File: config.mk
export PLATFORM = sky130hd
export DESIGN_NAME = iovx_top
export DESIGN_NICKNAME = d
export VERILOG_FILES = /design/src/rtl/iovx_pkg.sv /design/src/rtl/iovx_regs.sv /design/src/rtl/iovx_match.sv /design/src/rtl/iovx_walk.sv /design/src/rtl/iovx_top.sv
export SDC_FILE = /design/constraint.sdc
export NUM_CORES = 1
export LEC_CHECK = 0
export BUFFER_PORTS_ARGS = -buffer_cell sky130_fd_sc_hd__buf_2
export CAP_MARGIN = 20
export CORE_UTILIZATION = 51
export CTS_CLUSTER_DIAMETER = 50
export DETAILED_ROUTE_END_ITERATION = 12
export GPL_ROUTABILITY_DRIVEN = 0
export PLACE_DENSITY = 0.86
export SLEW_MARGIN = 20
export SYNTH_ARGS = -nofsm -noshare
export SYNTH_HDL_FRONTEND = slang
export SYNTH_SLANG_ARGS = --single-unit
File: constraint.sdc
create_clock -name clk -period 2.9 [get_ports clk]
set_input_delay 0.29 -clock clk [delete_from_list [all_inputs] [get_ports clk]]
set_output_delay 0.29 -clock clk [all_outputs]
set_load 0.02 [all_outputs]
File: src/rtl/iovx_pkg.sv
package iovx_pkg;
    localparam int WORD_W   = 64;
    localparam int HALF_W   = WORD_W / 2;
    localparam int NUM_REGS = 5;
    localparam int SEL_W    = 3;

    typedef enum logic [SEL_W-1:0] {
        SEL_BASE  = 3'd0,
        SEL_MASK  = 3'd1,
        SEL_DIR   = 3'd2,
        SEL_PURGE = 3'd3,
        SEL_CFG   = 3'd4
    } reg_sel_e;

    typedef enum logic [1:0] {
        ST_IDLE,
        ST_MREQ,
        ST_MWAIT,
        ST_RESP
    } walk_st_e;
endpackage

File: src/rtl/iovx_regs.sv
module iovx_regs
    import iovx_pkg::*;
(
    input  logic                 clk,
    input  logic                 rst_n,
    input  logic                 wr_en,
    input  logic [SEL_W-1:0]     sel,
    input  logic [1:0]           wr_strb,
    input  logic [WORD_W-1:0]    wr_data,
    output logic [WORD_W-1:0]    rd_data,
    output logic [WORD_W-1:0]    base,
    output logic [WORD_W-1:0]    mask,
    output logic [WORD_W-1:0]    dir_base
);
    typedef struct packed {
        logic [NUM_REGS-1:0][WORD_W-1:0] r;
    } regs_t;

    regs_t regs_d, regs_q;

    always_comb begin
        regs_d = regs_q;
        for (int i = 0; i < NUM_REGS; i++) begin
            if (wr_en && sel == SEL_W'(i)) begin
                if (wr_strb[0]) regs_d.r[i][HALF_W-1:0]      = wr_data[HALF_W-1:0];
                if (wr_strb[1]) regs_d.r[i][WORD_W-1:HALF_W] = wr_data[WORD_W-1:HALF_W];
            end
        end
    end

    always_ff @(posedge clk) begin
        if (!rst_n) regs_q <= '0;
        else        regs_q <= regs_d;
    end

    always_comb begin
        rd_data = '0;
        for (int i = 0; i < NUM_REGS; i++) begin
            if (sel == SEL_W'(i)) rd_data = regs_q.r[i];
        end
    end

    assign base     = regs_q.r[SEL_BASE];
    assign mask     = regs_q.r[SEL_MASK];
    assign dir_base = regs_q.r[SEL_DIR];

    // a write with no half enabled leaves every register unchanged
    a_r8_no_strb_stable: assert property (@(posedge clk) disable iff (!rst_n)
        (wr_en && wr_strb == 2'b00) |=> $stable(regs_q));

    // writing only the low half leaves the high half unchanged
    a_r8_low_half_only: assert property (@(posedge clk) disable iff (!rst_n)
        (wr_en && wr_strb == 2'b01 && sel == SEL_MASK) |=> $stable(mask[WORD_W-1:HALF_W]));
endmodule

File: src/rtl/iovx_match.sv
module iovx_match
    import iovx_pkg::*;
#(
    parameter int PAGE_SHIFT  = 12,
    parameter int ENTRY_SHIFT = 3
) (
    input  logic [WORD_W-1:0] page_addr,
    input  logic [WORD_W-1:0] base,
    input  logic [WORD_W-1:0] mask,
    input  logic [WORD_W-1:0] dir_base,
    output logic              hit,
    output logic [WORD_W-1:0] entry_addr
);
    localparam logic [WORD_W-1:0] ENABLE_BIT = WORD_W'(1);

    logic [WORD_W-1:0] page_index;

    assign hit        = base[0] && ((page_addr & mask) == (base & ~ENABLE_BIT));
    assign page_index = page_addr >> PAGE_SHIFT;
    assign entry_addr = dir_base + (page_index << ENTRY_SHIFT);
endmodule

File: src/rtl/iovx_walk.sv
module iovx_walk
    import iovx_pkg::*;
#(
    parameter int PAGE_SHIFT = 12,
    parameter int VALID_BIT  = 63
) (
    input  logic              clk,
    input  logic              rst_n,
    input  logic              req_valid,
    output logic              req_ready,
    input  logic [WORD_W-1:0] page_addr,
    input  logic              hit,
    input  logic [WORD_W-1:0] entry_addr,
    output logic              rsp_valid,
    input  logic              rsp_ready,
    output logic [WORD_W-1:0] rsp_addr,
    output logic              rsp_fault,
    output logic              rsp_perm_rw,
    output logic              mem_req_valid,
    input  logic              mem_req_ready,
    output logic [WORD_W-1:0] mem_req_addr,
    input  logic              mem_rsp_valid,
    input  logic [WORD_W-1:0] mem_rsp_data
);
    localparam logic [WORD_W-1:0] OFFSET_MASK = (WORD_W'(1) << PAGE_SHIFT) - WORD_W'(1);
    localparam logic [WORD_W-1:0] VALID_MASK  = WORD_W'(1) << VALID_BIT;

    typedef struct packed {
        walk_st_e          st;
        logic [WORD_W-1:0] mem_addr;
        logic [WORD_W-1:0] out_addr;
        logic              fault;
    } walk_t;

    walk_t w_d, w_q;

    always_comb begin
        w_d = w_q;
        unique case (w_q.st)
            ST_IDLE: begin
                if (req_valid) begin
                    w_d.fault = 1'b0;
                    if (hit) begin
                        w_d.st       = ST_MREQ;
                        w_d.mem_addr = entry_addr;
                        w_d.out_addr = '0;
                    end else begin
                        w_d.st       = ST_RESP;
                        w_d.out_addr = page_addr;
                    end
                end
            end
            ST_MREQ: begin
                if (mem_req_ready) w_d.st = ST_MWAIT;
            end
            ST_MWAIT: begin
                if (mem_rsp_valid) begin
                    w_d.st = ST_RESP;
                    if (mem_rsp_data[VALID_BIT]) begin
                        w_d.out_addr = mem_rsp_data & ~VALID_MASK & ~OFFSET_MASK;
                        w_d.fault    = 1'b0;
                    end else begin
                        w_d.out_addr = '0;
                        w_d.fault    = 1'b1;
                    end
                end
            end
            ST_RESP: begin
                if (rsp_ready) w_d.st = ST_IDLE;
            end
            default: w_d.st = ST_IDLE;
        endcase
    end

    always_ff @(posedge clk) begin
        if (!rst_n) w_q <= '{st: ST_IDLE, mem_addr: '0, out_addr: '0, fault: 1'b0};
        else        w_q <= w_d;
    end

    assign req_ready     = (w_q.st == ST_IDLE);
    assign mem_req_valid = (w_q.st == ST_MREQ);
    assign mem_req_addr  = w_q.mem_addr;
    assign rsp_valid     = (w_q.st == ST_RESP);
    assign rsp_addr      = w_q.out_addr;
    assign rsp_fault     = w_q.fault;
    assign rsp_perm_rw   = ~w_q.fault;

    // a stalled memory read keeps its request and address
    a_r10_mreq_hold: assert property (@(posedge clk) disable iff (!rst_n)
        (mem_req_valid && !mem_req_ready) |=> (mem_req_valid && $stable(mem_req_addr)));

    // a stalled response keeps every field
    a_r9_rsp_hold: assert property (@(posedge clk) disable iff (!rst_n)
        (rsp_valid && !rsp_ready) |=>
            (rsp_valid && $stable(rsp_addr) && $stable(rsp_fault)));

    // a fault never carries permission or an address
    a_r6_fault_noperm: assert property (@(posedge clk) disable iff (!rst_n)
        (rsp_valid && rsp_fault) |-> (!rsp_perm_rw && rsp_addr == '0));

    // a valid entry leads to a non-faulting response
    a_r5_valid_entry: assert property (@(posedge clk) disable iff (!rst_n)
        (w_q.st == ST_MWAIT && mem_rsp_valid && mem_rsp_data[VALID_BIT]) |=>
            (rsp_valid && !rsp_fault && rsp_perm_rw));
endmodule

File: src/rtl/iovx_top.sv
module iovx_top
    import iovx_pkg::*;
#(
    parameter int PAGE_SHIFT  = 12,
    parameter int ENTRY_SHIFT = 3,
    parameter int VALID_BIT   = 63
) (
    input  logic              clk,
    input  logic              rst_n,
    input  logic              req_valid,
    output logic              req_ready,
    input  logic [63:0]       req_addr,
    output logic              rsp_valid,
    input  logic              rsp_ready,
    output logic [63:0]       rsp_addr,
    output logic              rsp_fault,
    output logic              rsp_perm_rw,
    output logic              mem_req_valid,
    input  logic              mem_req_ready,
    output logic [63:0]       mem_req_addr,
    input  logic              mem_rsp_valid,
    input  logic [63:0]       mem_rsp_data,
    input  logic              reg_wr_en,
    input  logic [2:0]        reg_sel,
    input  logic [1:0]        reg_wr_strb,
    input  logic [63:0]       reg_wr_data,
    output logic [63:0]       reg_rd_data
);
    localparam logic [WORD_W-1:0] OFFSET_MASK = (WORD_W'(1) << PAGE_SHIFT) - WORD_W'(1);

    logic [WORD_W-1:0] base, mask, dir_base, page_addr, entry_addr;
    logic              hit;

    assign page_addr = req_addr & ~OFFSET_MASK;

    iovx_regs u_regs (
        .clk      (clk),
        .rst_n    (rst_n),
        .wr_en    (reg_wr_en),
        .sel      (reg_sel),
        .wr_strb  (reg_wr_strb),
        .wr_data  (reg_wr_data),
        .rd_data  (reg_rd_data),
        .base     (base),
        .mask     (mask),
        .dir_base (dir_base)
    );

    iovx_match #(.PAGE_SHIFT(PAGE_SHIFT), .ENTRY_SHIFT(ENTRY_SHIFT)) u_match (
        .page_addr  (page_addr),
        .base       (base),
        .mask       (mask),
        .dir_base   (dir_base),
        .hit        (hit),
        .entry_addr (entry_addr)
    );

    iovx_walk #(.PAGE_SHIFT(PAGE_SHIFT), .VALID_BIT(VALID_BIT)) u_walk (
        .clk           (clk),
        .rst_n         (rst_n),
        .req_valid     (req_valid),
        .req_ready     (req_ready),
        .page_addr     (page_addr),
        .hit           (hit),
        .entry_addr    (entry_addr),
        .rsp_valid     (rsp_valid),
        .rsp_ready     (rsp_ready),
        .rsp_addr      (rsp_addr),
        .rsp_fault     (rsp_fault),
        .rsp_perm_rw   (rsp_perm_rw),
        .mem_req_valid (mem_req_valid),
        .mem_req_ready (mem_req_ready),
        .mem_req_addr  (mem_req_addr),
        .mem_rsp_valid (mem_rsp_valid),
        .mem_rsp_data  (mem_rsp_data)
    );

    // a request outside the window is answered on the next cycle with no memory read
    a_r2_bypass_next: assert property (@(posedge clk) disable iff (!rst_n)
        (req_valid && req_ready && !hit) |=> (rsp_valid && !mem_req_valid && !rsp_fault));

    // a request inside the window starts exactly one entry read at the computed address
    a_r4_walk_start: assert property (@(posedge clk) disable iff (!rst_n)
        (req_valid && req_ready && hit) |=>
            (mem_req_valid && !rsp_valid && mem_req_addr == $past(entry_addr)));

    // no new request is taken while a walk is in flight
    a_r4_busy: assert property (@(posedge clk) disable iff (!rst_n)
        mem_req_valid |-> !req_ready);

    // results are always page aligned
    a_r7_aligned: assert property (@(posedge clk) disable iff (!rst_n)
        rsp_valid |-> (rsp_addr[PAGE_SHIFT-1:0] == '0));
endmodule

# Yosys cells after proc, flatten, opt, wreduce, memory -nomap -nowiden
# Index checks and enable logic that the tools add are counted.
# op_classes
add_sub_neg,1
n_eq_ne,12
n_mux,16
n_bitwise,2
n_reduce_logical,22
# ops
cell,n
$mux 64,8
$mux 131,1
$pmux 65 s2,1
$mux 65,1
$add 64x55->64,1
$and 64x64->64,1
$eq 64x64->1,1
$reduce_and 2->1,10
$mux 2,4
$pmux 2 s4,1
$eq 3x2->1 const B,2
$logic_and 1x1->1,6
$reduce_and 3->1,2
$eq 2x2->1 const B,2
$ne 2x1->1 const B,2
$ne 2x2->1 const B,2
$reduce_and 4->1,1
$eq 3x1->1 const B,1
$eq 3x3->1 const B,1
$logic_not 3->1,1
$eq 2x1->1 const B,1
$logic_not 2->1,1
$reduce_bool 2->1,1
$not 1->1,1
# totals
reg_bits,451

# Longest topological paths before layout
# depth
word_depth,6
depth_mapped,13
depth_no_buf,12

# Modules after synthesis
# Synthesis repeated with hierarchy kept, for this count alone.
# unflattened
hier_cells,3444
area_unflattened_um2,27941.8
# modules_own_cells
mod,n_inst,cells_per_inst,area_per_inst_um2
iovx_regs,1,2037,16891.2
iovx_walk,1,739,6720.2
iovx_match,1,667,4326.6
iovx_top,1,1,3.8

# Worst setup path before layout
# No wires, ideal clock.
# synth_path
kind,register to register
from,register u_regs.regs_q[131] (netlist: u_regs.dir_base[3])
to,register u_walk.w_q (netlist bit u_walk.mem_req_addr[63])
setup_time_ps,119
arrival_time_ps,2873
t_required_ps,2781
path_slack_ps,-91
stages_incl_launch_ff,13
n_path_buf,0
path_cell_list,dfxtp_1 ha_1 fa_1 a211oi_1 o21ai_1 a21oi_1 o211ai_1 a21bo_1 or4_1 a31oi_4 nor2_1 xnor2_1 a21oi_1
# synth_via
elab_chain_cells,1
# synth_lines
element,line,text
start: declaration,iovx_regs.sv:19,"regs_t regs_d, regs_q;"
start signal: assignment,iovx_regs.sv:33,else regs_q <= regs_d;
$add 64x55->64,iovx_match.sv:20,assign entry_addr = dir_base + (page_index << ENTRY_SHIFT);
end signal: assignment,iovx_walk.sv:76,"if (!rst_n) w_q <= '{st: ST_IDLE, mem_addr: '0, out_addr: '0, fault: 1'b0};"
end signal: assignment,iovx_walk.sv:77,else w_q <= w_d;
end: declaration,iovx_walk.sv:35,"walk_t w_d, w_q;"
# No other way between the ends.
# A chain may end at the register's enable or synchronous reset.

# Final worst setup path
# layout_path
from,register u_regs.regs_q[131] (netlist: u_regs.dir_base[3])
to,register u_walk.w_q (netlist bit u_walk.mem_req_addr[61])
# Same word-level chain as after synthesis.

==> results.py <==
metrics = {
    "clock_network": {
        "cts_tree": "done",
        "clockBufferDepth": 3,
        "clkSinkCount": 439,
        "numCtsBuffers": 47,
        "h-tree-depth": 2,
        "clk_pin_slew_ps": 70,
        "cts_root_buf": "clkbuf_16",
        "clock_latency_ps": 590,
    },
    "final_layout": {
        "multiInputGateArea_sq_um": 12400,
        "fin_nets": 3586,
        "drive_above_1_share": 0.232,
        "syn_to_final_growth_pct": 21.9,
        "final.fill_count": 3532,
        "regArea_sq_um": 8790,
    },
    "synth": {
        "yosys_register_bits": 439,
        "synthesis.area_sq_um": 22900,
        "yosysWarnings": 0,
        "seq_area_frac_synth": 0.384,
        "synth_edf_count": 0,
        "synthFlopType": "dfxtp_1",
        "synth_cell_type_count": 64,
        "avgSynthCellArea_sq_um": 7.70,
        "yosys.area.top_type": "dfxtp_1",
        "synthTopCellsByArea": "dfxtp_1 (38%), nand2_1 (15%), a21oi_1 (9.6%), mux4_2 (6.3%), buf_4 (4.2%)",
        "async_reset_ff_frac": 0,
        "synth_top_area_share": 0.384,
        "syn_inst": 2976,
    },
    "floorplanning": {
        "dieArea_sq_um": 45800,
        "start_util": 0.518,
        "die_y_um": 214,
        "io_pins": 401,
        "num_rows": 77,
        "die_w_um": 214,
        "core_sq_um": 44200,
    },
    "drt": {
        "drt_first_pass_iters": 9,
        "routed_via_density": 6.03,
        "drtAntennaViolNets": 0,
        "drt_iter0_drc": 3565,
        "wirelength_um": 86000,
        "wl_per_cell_um": 21.7,
        "drc_errors": 0,
        "dr_total_vias": 23900,
    },
    "worst_setup_path": {
        "start_kind": "flip-flop",
        "arrival_ps": 3650,
        "worstSetupEndpointType": "flip-flop",
        "path_class": "flip-flop to flip-flop",
        "critical_path_required_ps": 3380,
        "crit_chain": "ha_4 > fa_2 > a211oi_4 > o21ai_2 > a21oi_2 > o211ai_1 > a21bo_1 > or4_4 > a31oi_4 > buf_12 > nor2_2 > xnor2_1 > a21oi_1",
        "crit_buf_inv": 1,
        "worstPathMaxFanout": 5,
        "crit_slowest_cell": "or4_4",
        "cpLargestDelayFamily": "compound AO/OA/AOI/OAI gates",
        "slowest_delay_ps": 450,
    },
    "global_routing": {
        "antenna_found_initial": 10,
        "grtUsageMet3": 0.119,
        "met2_usage": 0.532,
        "grtUsageTotal": 0.360,
        "grt_pass1_vias": 22000,
        "grt_max_degree": 103,
        "grt_overflow_total": 0,
        "busiest_layer": "met2",
        "met1_usage": 0.452,
        "grt_pass1_wl_um": 129000,
    },
    "placed_design": {
        "place_hpwl_um": 57200,
        "portBuffers": 364,
        "place_ws_ps": -518,
    },
    "timing": {
        "slew_headroom": 0.294,
        "skew_ps": 22.5,
        "finalWorstSetupSlack_ps": -271,
        "tns_ps": -2060,
        "max_freq_mhz": 315,
        "finalCritPeriodShare": 1.09,
        "hold_viol_final": 0,
        "drv_slew": 0,
        "setup_viol": 12,
        "min_period_ps": 3170,
        "worst_pin_slew_ps": 1050,
        "worst_hold_slack_ps": 12.9,
        "grt_setup_unrepaired": "yes",
    },
    "power": {
        "power_density_nw_per_um2": 586,
        "fin_total_pwr_mw": 16.4,
        "leakage_nw": 11.1,
        "peakVddDrop_uv": 599,
    },
    "status": {
        "violations": "negative setup slack",
        "status": "finished with violations",
    },
    "min_path": {
        "min_path_type": "primary input to flip-flop",
    },
    "flow_run": {
        "cap_viol_max_count": 0,
    },
}
[cells by family after synthesis]
kind of cell,count (synthesis),share of synthesized area
adder cells (fa/ha/maj),57,0.0315
AO/OA/AOI/OAI,755,0.188
XOR/XNOR,102,0.0390
buffers and inverters,408,0.0914
flip-flops,439,0.384
multiplexers,68,0.0647
AND/OR/NAND/NOR,1146,0.201
other,1,0.000164
[metrics by stage]
| step | util | instances | area [sq um] |
|---|---|---|---|
| floorplan | - | 2987 | 23000 |
| global placement | 0.573 | 3807 | 25400 |
| detailed placement | 0.573 | 3807 | 25400 |
| CTS | 0.624 | 3944 | 27600 |
| global route | 0.631 | 3957 | 27900 |
| finish | 0.631 | 3957 | 27900 |
[layer usage]
| metal | vias to the layer above | routed length [um] |
|---|---|---|
| li1 | 10700 | - |
| met1 | 11000 | 31300 |
| met2 | 1788 | 36400 |
| met3 | 444 | 11900 |
| met4 | 10 | 6290 |
| met5 | - | 66 |
[report_power, final]
| part | total, mW | internal [mW] | switching, mW |
|---|---|---|---|
| logic | 3.39 | 1.18 | 2.21 |
| registers | 6.53 | 6.35 | 0.175 |
| clock network | 6.45 | 3.88 | 2.56 |
[cells in the mapped netlist, types with 52 or more instances]
cell type,n
nand2_1,909
a21oi_1,440
dfxtp_1,439
clkbuf_1,169
buf_4,129
nor2_1,104
o21ai_0,98
inv_1,85
mux4_2,64
xor2_1,60
a211oi_1,56
ha_1,56
a22oi_1,52
[timing repair]
item | 4_1_cts | 5_1_grt
endpoints found under the setup margin | 45 | 100
hold buffers | 49 | 0
setup buffers | 4 | 7
resized for setup | 17 | 44
endpoints found under the hold margin | 178 | 0
pin swaps | 7 | 24
cloned | 0 | 1
[state kept, by name (all words and copies together) (netlist names)]
name,cells
u_regs.dir_base,64
u_regs.base,64
u_walk.mem_req_addr,64
u_walk.rsp_fault,1
u_regs.mask,64
u_walk.w_q,2
u_walk.rsp_addr,52
u_regs.regs_q,128
[layout by cell type, fill, tap and decap left out, types with 22 or more instances in the layout]
cell	instances
nand2_1	909
dfxtp_1	437
a21oi_1	434
buf_2	363
buf_4	183
o21ai_0	97
nor2_1	92
inv_1	85
mux4_2	64
xor2_1	60
ha_1	54
a211oi_1	53
dlygate4sd3_1	49
clkbuf_16	48
xnor2_1	40
a22oi_1	35
nand4_1	33
nand3_1	26
a21o_1	22
[worst min-delay path: stages]
cell and delay [ps]:
buf_2 150, nand2_1 70, a21oi_1 50
[final timing paths]
path | to | slack [ps] | start | cells after the start
setup reg to reg | u_walk.mem_req_addr[61]$_SDFFE_PN0P_ | -270 | u_regs.dir_base[3]$_SDFFE_PN0P_ | 13
hold reg to reg | u_walk.mem_req_addr[23]$_SDFFE_PN0P_ | 450 | u_walk.mem_req_addr[23]$_SDFFE_PN0P_ | 2
hold / removal | u_regs.mask[36]$_SDFFE_PN0P_ | 10 | reg_wr_data[36] | 3
setup / recovery | u_walk.mem_req_addr[61]$_SDFFE_PN0P_ | -270 | u_regs.dir_base[3]$_SDFFE_PN0P_ | 13
[cell type report]
cell class / instances / share of cell area
Tap cell: 592 / 0.0265
Clock inverter: 21 / 0.0108
Inverter: 86 / 0.0118
Antenna cell: 5 / 0.000448
Clock buffer: 63 / 0.0482
Timing Repair Buffer: 611 / 0.143
Multi-Input combinational cell: 2140 / 0.445
Sequential cell: 439 / 0.315
No activity file was read; power rests on OpenSTA's default activity.
